<file path="src/rtl/vmaint_pkg.sv">
package vmaint_pkg;

    localparam int STAT_W = 8;
    localparam int READ_W = 64;

    typedef enum logic [1:0] {
        LR_INVALID = 2'b00,
        LR_PEND    = 2'b01,
        LR_ACT     = 2'b10,
        LR_PENDACT = 2'b11
    } lr_state_e;

    // status bit positions (software decodes these)
    localparam int B_EOI    = 0;
    localparam int B_UNDER  = 1;
    localparam int B_NOTPRS = 2;
    localparam int B_NOPEND = 3;
    localparam int B_G0ON   = 4;
    localparam int B_G0OFF  = 5;
    localparam int B_G1ON   = 6;
    localparam int B_G1OFF  = 7;

    typedef struct packed {
        logic g1_off;
        logic g1_on;
        logic g0_off;
        logic g0_on;
        logic nopend;
        logic notpres;
        logic under;
    } cond_en_t;

endpackage

</file>
<file path="src/rtl/vmaint_lr_scan.sv">
module vmaint_lr_scan
    import vmaint_pkg::*;
#(
    parameter int N_LR = 4
) (
    input  logic [2*N_LR-1:0] lr_state_i,
    output logic              any_pend_o,
    output logic              le_one_valid_o
);

    logic [N_LR-1:0] valid_v;
    logic [N_LR-1:0] pend_v;

    generate
        for (genvar gi = 0; gi < N_LR; gi++) begin : g_entry
            lr_state_e st;
            assign st         = lr_state_e'(lr_state_i[2*gi +: 2]);
            assign valid_v[gi] = (st != LR_INVALID);
            assign pend_v[gi]  = (st == LR_PEND) || (st == LR_PENDACT);
        end
    endgenerate

    // two-flag reduction: "seen one valid" and "seen two valid"
    logic seen_one;
    logic seen_two;

    always_comb begin
        seen_one = 1'b0;
        seen_two = 1'b0;
        for (int i = 0; i < N_LR; i++) begin
            seen_two = seen_two | (seen_one & valid_v[i]);
            seen_one = seen_one | valid_v[i];
        end
    end

    assign any_pend_o     = |pend_v;
    assign le_one_valid_o = ~seen_two;

endmodule

</file>
<file path="src/rtl/vmaint_cond_eval.sv">
module vmaint_cond_eval
    import vmaint_pkg::*;
#(
    parameter int CNT_W = 5,
    parameter int EOI_W = 4
) (
    input  cond_en_t            en_i,
    input  logic                any_pend_i,
    input  logic                le_one_valid_i,
    input  logic [CNT_W-1:0]    eoi_count_i,
    input  logic                vgrp0_en_i,
    input  logic                vgrp1_en_i,
    input  logic [EOI_W-1:0]    eoi_vec_i,
    output logic [STAT_W-1:0]   next_o
);

    always_comb begin
        next_o           = '0;
        next_o[B_G1OFF]  = en_i.g1_off  & ~vgrp1_en_i;
        next_o[B_G1ON]   = en_i.g1_on   &  vgrp1_en_i;
        next_o[B_G0OFF]  = en_i.g0_off  & ~vgrp0_en_i;
        next_o[B_G0ON]   = en_i.g0_on   &  vgrp0_en_i;
        next_o[B_NOPEND] = en_i.nopend  & ~any_pend_i;
        next_o[B_NOTPRS] = en_i.notpres & (|eoi_count_i);
        next_o[B_UNDER]  = en_i.under   &  le_one_valid_i;
        next_o[B_EOI]    = |eoi_vec_i;
    end

endmodule

</file>
<file path="src/rtl/vmaint_status.sv">
module vmaint_status
    import vmaint_pkg::*;
#(
    parameter int N_LR  = 4,
    parameter int CNT_W = 5,
    parameter int EOI_W = N_LR
) (
    input  logic                clk,
    input  logic                rst_n,
    input  logic [2*N_LR-1:0]   lr_state_i,
    input  logic                en_g1_off_i,
    input  logic                en_g1_on_i,
    input  logic                en_g0_off_i,
    input  logic                en_g0_on_i,
    input  logic                en_nopend_i,
    input  logic                en_notpres_i,
    input  logic                en_under_i,
    input  logic [CNT_W-1:0]    eoi_count_i,
    input  logic                vgrp0_en_i,
    input  logic                vgrp1_en_i,
    input  logic [EOI_W-1:0]    eoi_vec_i,
    output logic [63:0]         status_o,
    output logic                maint_irq_o
);

    localparam int PAD_W = READ_W - STAT_W;

    cond_en_t            en;
    logic                any_pend;
    logic                le_one_valid;
    logic [STAT_W-1:0]   stat_d;
    logic [STAT_W-1:0]   stat_q;

    assign en = '{g1_off:  en_g1_off_i,
                  g1_on:   en_g1_on_i,
                  g0_off:  en_g0_off_i,
                  g0_on:   en_g0_on_i,
                  nopend:  en_nopend_i,
                  notpres: en_notpres_i,
                  under:   en_under_i};

    vmaint_lr_scan #(.N_LR(N_LR)) u_scan (
        .lr_state_i     (lr_state_i),
        .any_pend_o     (any_pend),
        .le_one_valid_o (le_one_valid)
    );

    vmaint_cond_eval #(.CNT_W(CNT_W), .EOI_W(EOI_W)) u_eval (
        .en_i           (en),
        .any_pend_i     (any_pend),
        .le_one_valid_i (le_one_valid),
        .eoi_count_i    (eoi_count_i),
        .vgrp0_en_i     (vgrp0_en_i),
        .vgrp1_en_i     (vgrp1_en_i),
        .eoi_vec_i      (eoi_vec_i),
        .next_o         (stat_d)
    );

    always_ff @(posedge clk or negedge rst_n) begin
        if (!rst_n) stat_q <= '0;
        else        stat_q <= stat_d;
    end

    assign status_o    = {{PAD_W{1'b0}}, stat_q};
    assign maint_irq_o = |stat_q;

    AST_EOI_FOLLOWS: assert property (@(posedge clk) disable iff (!rst_n)
        (|eoi_vec_i) |=> status_o[B_EOI]);

    AST_NOPEND_SET: assert property (@(posedge clk) disable iff (!rst_n)
        (en_nopend_i && !any_pend) |=> status_o[B_NOPEND]);

    AST_NOTPRS_SET: assert property (@(posedge clk) disable iff (!rst_n)
        (en_notpres_i && (eoi_count_i != '0)) |=> status_o[B_NOTPRS]);

    AST_UNDER_MASKED: assert property (@(posedge clk) disable iff (!rst_n)
        !en_under_i |=> !status_o[B_UNDER]);

    AST_IRQ_ON_EOI: assert property (@(posedge clk) disable iff (!rst_n)
        (|eoi_vec_i) |=> maint_irq_o);

endmodule

</file>
<file path="config.mk">
export PLATFORM = sky130hd
export DESIGN_NAME = vmaint_status
export DESIGN_NICKNAME = d
export VERILOG_FILES = /design/src/rtl/vmaint_pkg.sv /design/src/rtl/vmaint_lr_scan.sv /design/src/rtl/vmaint_cond_eval.sv /design/src/rtl/vmaint_status.sv
export SDC_FILE = /design/constraint.sdc
export NUM_CORES = 1
export LEC_CHECK = 0
export BUFFER_PORTS_ARGS = -buffer_cell sky130_fd_sc_hd__buf_2
export CORE_ASPECT_RATIO = 0.75
export CORE_UTILIZATION = 34
export DETAILED_ROUTE_END_ITERATION = 12
export HOLD_SLACK_MARGIN = 0.1
export PLACE_DENSITY = 0.91
export SLEW_MARGIN = 20
export SYNTH_ARGS = -nofsm -noshare
export SYNTH_HDL_FRONTEND = slang
export SYNTH_SLANG_ARGS = --single-unit
</file>
<file path="constraint.sdc">
create_clock -name clk -period 1.06 [get_ports clk]
set_input_delay 0.106 -clock clk [delete_from_list [all_inputs] [get_ports clk]]
set_output_delay 0.106 -clock clk [all_outputs]
set_load 0.05 [all_outputs]
</file>
# After elaboration in Yosys (flattened, before gate mapping)
# Cells that the tools add are included.
[totals]
input_bits = 28
ff_bits = 8
ramBits = 0
rom_bits = 0
latchBits = 0
output_inout_bits = 65
n_memories = 0
elab_cells = 39
[op_classes]
reduce_logical = 12
n_lt_le_gt_ge = 0
n_div = 0
muxes = 0
eq_ne = 8
bitwise = 18
shifts = 0
addsub = 0
n_mul = 0
[op_table]
columns = ["op", "count"]
rows = [
  ["$and 1x1->1", 10],
  ["$eq 2x1->1 const B", 4],
  ["$eq 2x2->1 const B", 4],
  ["$reduce_bool 2->1", 4],
  ["$reduce_or 4->1", 2],
  ["$reduce_or 8->1", 1],
  ["$reduce_or 5->1", 1],
  ["$logic_or 1x1->1", 4],
  ["$not 1->1", 4],
  ["$or 1x1->1", 4],
]

# Depth between registers and ports, before layout
[depth]
ltp_word = 7
ltp_mapped = 3
ltp_nobuf = 3

# Modules after synthesis
# From an unflattened synthesis, not the netlist that was laid out.
[hier_totals]
cells_unflattened = 83
hier_area_um2 = 742.0
[modules_own_cells]
columns = ["mod", "seq_area_each_um2", "n_inst", "cells_each", "area_each_um2"]
rows = [
  ["vmaint_status", 200.2, 1, 68, 640.6],
  ["vmaint_cond_eval", 0.0, 1, 9, 60.1],
  ["vmaint_lr_scan", 0.0, 1, 6, 41.3],
]

# Worst setup path after synthesis
# Ideal clock, no wire load.
[synth_timing]
path_kind = "register to output"
start = "register stat_q[7]"
end = "output maint_irq_o"
path_buffers = 0
required_time_ns = 0.954
arrival_time_ns = 1.192
path_slack_ns = -0.238
stages_incl_launch_ff = 3
cell_sequence = "dfrtp_1 -> nor4_1 -> nand2_1"
[synth_via]
elab_chain_len = 1
[synth_rtl]
columns = ["item", "line", "text"]
rows = [
  ["start: declaration", "vmaint_status.sv:32", "logic [STAT_W-1:0] stat_q;"],
  ["start signal: assignment", "vmaint_status.sv:61", "else stat_q <= stat_d;"],
  ["$reduce_or 8->1", "vmaint_status.sv:65", "assign maint_irq_o = |stat_q;"],
  ["end: declaration", "vmaint_status.sv:23", "output logic maint_irq_o"],
]
# Every way passes these cells.

# Worst setup path after layout
[layout_timing]
start = "register stat_q[4]"
end = "output maint_irq_o"
# The elaborated chain is that of the path after synthesis.

==> impl_metrics.py <==
metrics = {
    "cells_and_area": {
        "stdcell_count": 153,
        "nets": 159,
        "layout-drive-gt1-share_pct": 37.2,
        "largest_register_ffs": 8,
        "multi_input_area_sq_um": 359,
        "largest-register": "stat_q",
        "reg_top3": "stat_q x8",
        "antennaDiodeCount": 0,
        "fillers": 209,
        "syn_to_final_growth_pct": 21.7,
        "seqCellArea_sq_um": 208,
    },
    "floorplan": {
        "die_h_um": 42.3,
        "io_pins": 93,
        "dieArea_sq_mm": 0.00236,
        "rows": 14,
        "die_w_um": 55.8,
        "initial_core_util_pct": 36.3,
        "core_sq_mm": 0.00203,
    },
    "drt": {
        "drc": 0,
        "antenna_left": 0,
        "drt_iter0_drc": 10,
        "avgRoutedWirePerCell_um": 8.16,
        "dr.pass1.iters": 2,
        "viasPerCell": 3.41,
        "vias": 522,
        "routed_wl_mm": 1.25,
    },
    "place": {
        "dpl.hpwl_um": 983,
        "port_buffers": 36,
        "place.gp.congestion": 0.605,
        "dpl.cell_count": 142,
    },
    "sta": {
        "hold_viol": 0,
        "fmax_mhz": 764,
        "finalMaxSlewViolations": 0,
        "final.period_utilization_pct": 123,
        "rsz0062_at_grt": "yes",
        "setup_viol": 1,
        "setup_ws_ns": -0.248,
        "min_period_ns": 1.31,
        "fin_hold_ws_ns": 0.0750,
    },
    "clock_tree": {
        "cts_sinks": 8,
        "cts_hold_buf": 9,
        "clockBufferDepth": 2,
        "path_clk_slew_ns": 0.05,
        "cts_root_buf": "clkbuf_4",
        "htreeDepth": 1,
        "cts_made_buffers": 3,
        "cts_tree": "done",
        "postCtsSetupBuffers": 0,
    },
    "global_routing": {
        "grt_start_max_net_pins": 9,
        "overflow": 0,
        "grt_util_all_layers_pct": 11.2,
        "antenna_found_initial": 0,
        "grt_pass1_wl_mm": 2.03,
        "first_global_vias": 467,
    },
    "critical_path": {
        "cp-start-kind": "flip-flop",
        "path_class": "reg2out",
        "cp_max_fo": 2,
        "crit_arrival_ns": 1.20,
        "worstPathCellList": "nor4_4, nand2_2, buf_8",
        "critical_path.endpoint_type": "primary output",
        "critPathRequiredTime_ns": 0.95,
        "max_stage_delay_ns": 0.40,
        "slowest_stage": "dfrtp_1",
    },
    "synthesis": {
        "synth_area_sq_um": 737,
        "yosysTopAreaCellShare_pct": 57.0,
        "syn_inst": 83,
        "ys_warn_count": 0,
        "synthTopCellsByArea": "buf_4 (57%), dfrtp_1 (27%), nor4_1 (3.4%)",
        "syn_area_per_cell_sq_um": 8.88,
        "ys_types": 13,
        "yosys_register_bits": 8,
        "synth_top_area_cell": "buf_4",
        "ys_seq_area_share_pct": 27.2,
    },
    "min_path": {
        "hold_class": "in2reg",
    },
    "status": {
        "violations": "setup timing",
        "status": "complete, but fails checks",
    },
    "power": {
        "combPwrFrac_pct": 52.2,
        "powerDensity_mw_per_mm2": 1280,
        "leakage_nw": 0.513,
        "pwr-share-clk_pct": 18.8,
        "power_mw": 1.15,
        "switching_share_pct": 53.7,
        "p_sw_mw": 0.615,
        "ir_drop_mv": 0.758,
        "p_int_mw": 0.531,
        "pwr-share-seq_pct": 29.0,
    },
    "job": {
        "cap_violations": 0,
    },
}
[layout by cell type, fill, tap and decap left out]
master,instances
and2_1,3
and3_1,1
buf_2,33
buf_8,1
clkbuf_4,4
conb_1,56
dfrtp_1,2
dfrtp_2,6
dlygate4sd3_1,9
maj3_1,1
nand2_2,1
nor2_1,2
nor2b_1,2
nor4_1,2
nor4_4,2
o21a_1,1
o22ai_1,1
or4_1,1
or4_4,1
[cell usage after synthesis]
master    n
o22ai_1   1
nor2b_1   2
conb_1    1
and2_1    3
buf_4    56
and3_1    1
nor4_1    4
nor2_1    2
dfrtp_1   8
maj3_1    1
o21a_1    1
or4_1     2
nand2_1   1
[path summary, 6_finish.rpt]
check | startpoint | slack (ns) | cells past startpoint | end
worst max-delay path | stat_q[4] | -0.25 | 3 | maint_irq_o
worst min-delay path | eoi_vec_i[3] | 0.07 | 2 | stat_q[0]
max in group asynchronous | rst_n | 0.66 | 2 | stat_q[2]
min in group asynchronous | rst_n | 0.23 | 2 | stat_q[4]
[critical path: cells and delay by family (launching register included)]
family	cells	cell delay, ns
flip-flops	1	0.40
AND/OR/NAND/NOR	2	0.40
buffers and inverters	1	0.16
[what timing repair did]
| item | 4_1_cts | 5_1_grt |
|---|---|---|
| pin swaps | 3 | 0 |
| resized for setup | 5 | 2 |
| endpoints found under the hold margin | 14 | 1 |
| endpoints found under the setup margin | 1 | 4 |
[per-layer routing]
layer	track usage, %	vias up	share of wire [%]
met5	0	-	0
met4	7.50	0	0
met3	1.23	0	5.9
met2	20.7	31	63
met1	12.2	244	31
li1	-	247	-
[power by group through the flow]
stage	registers (mW)	clock network (mW)	logic [mW]
2_1_floorplan	0.376	0	0.612
3_3_place_gp	0.332	0	0.563
3_5_place_dp	0.333	0	0.564
4_1_cts	0.333	0.227	0.594
5_1_grt	0.334	0.254	0.623
6_report	0.332	0.215	0.599
[cells by family after synthesis]
group                      synth area share [%]
other                                     0.509
DFF                                        27.2
buffers and inverters                      57.0
and+or+nand+nor                            12.1
adders and majority gates                  1.36
AOI/OAI and AO/OA                          1.87
[per-stage QoR]
stage / instance area (sq um) / setup slack (ns) / utilization, % / TNS, ns
floorplan: 966 / -0.0851 / - / -0.0851
global placement: 756 / 0.0177 / 37.2 / 0
detailed placement: 756 / -0.00858 / 37.2 / -0.00858
CTS: 896 / -0.236 / 44.1 / -0.236
global route: 897 / -0.337 / 44.2 / -0.339
finish: 897 / -0.248 / 44.2 / -0.248
[final cells by class]
type,count,area share [%]
clock buffers,3,2.51
well taps,24,3.35
multi-input cells,74,40.0
flip-flops and latches,8,23.2
repair buffers,44,31.0
Power figures use the tool's default switching activity.
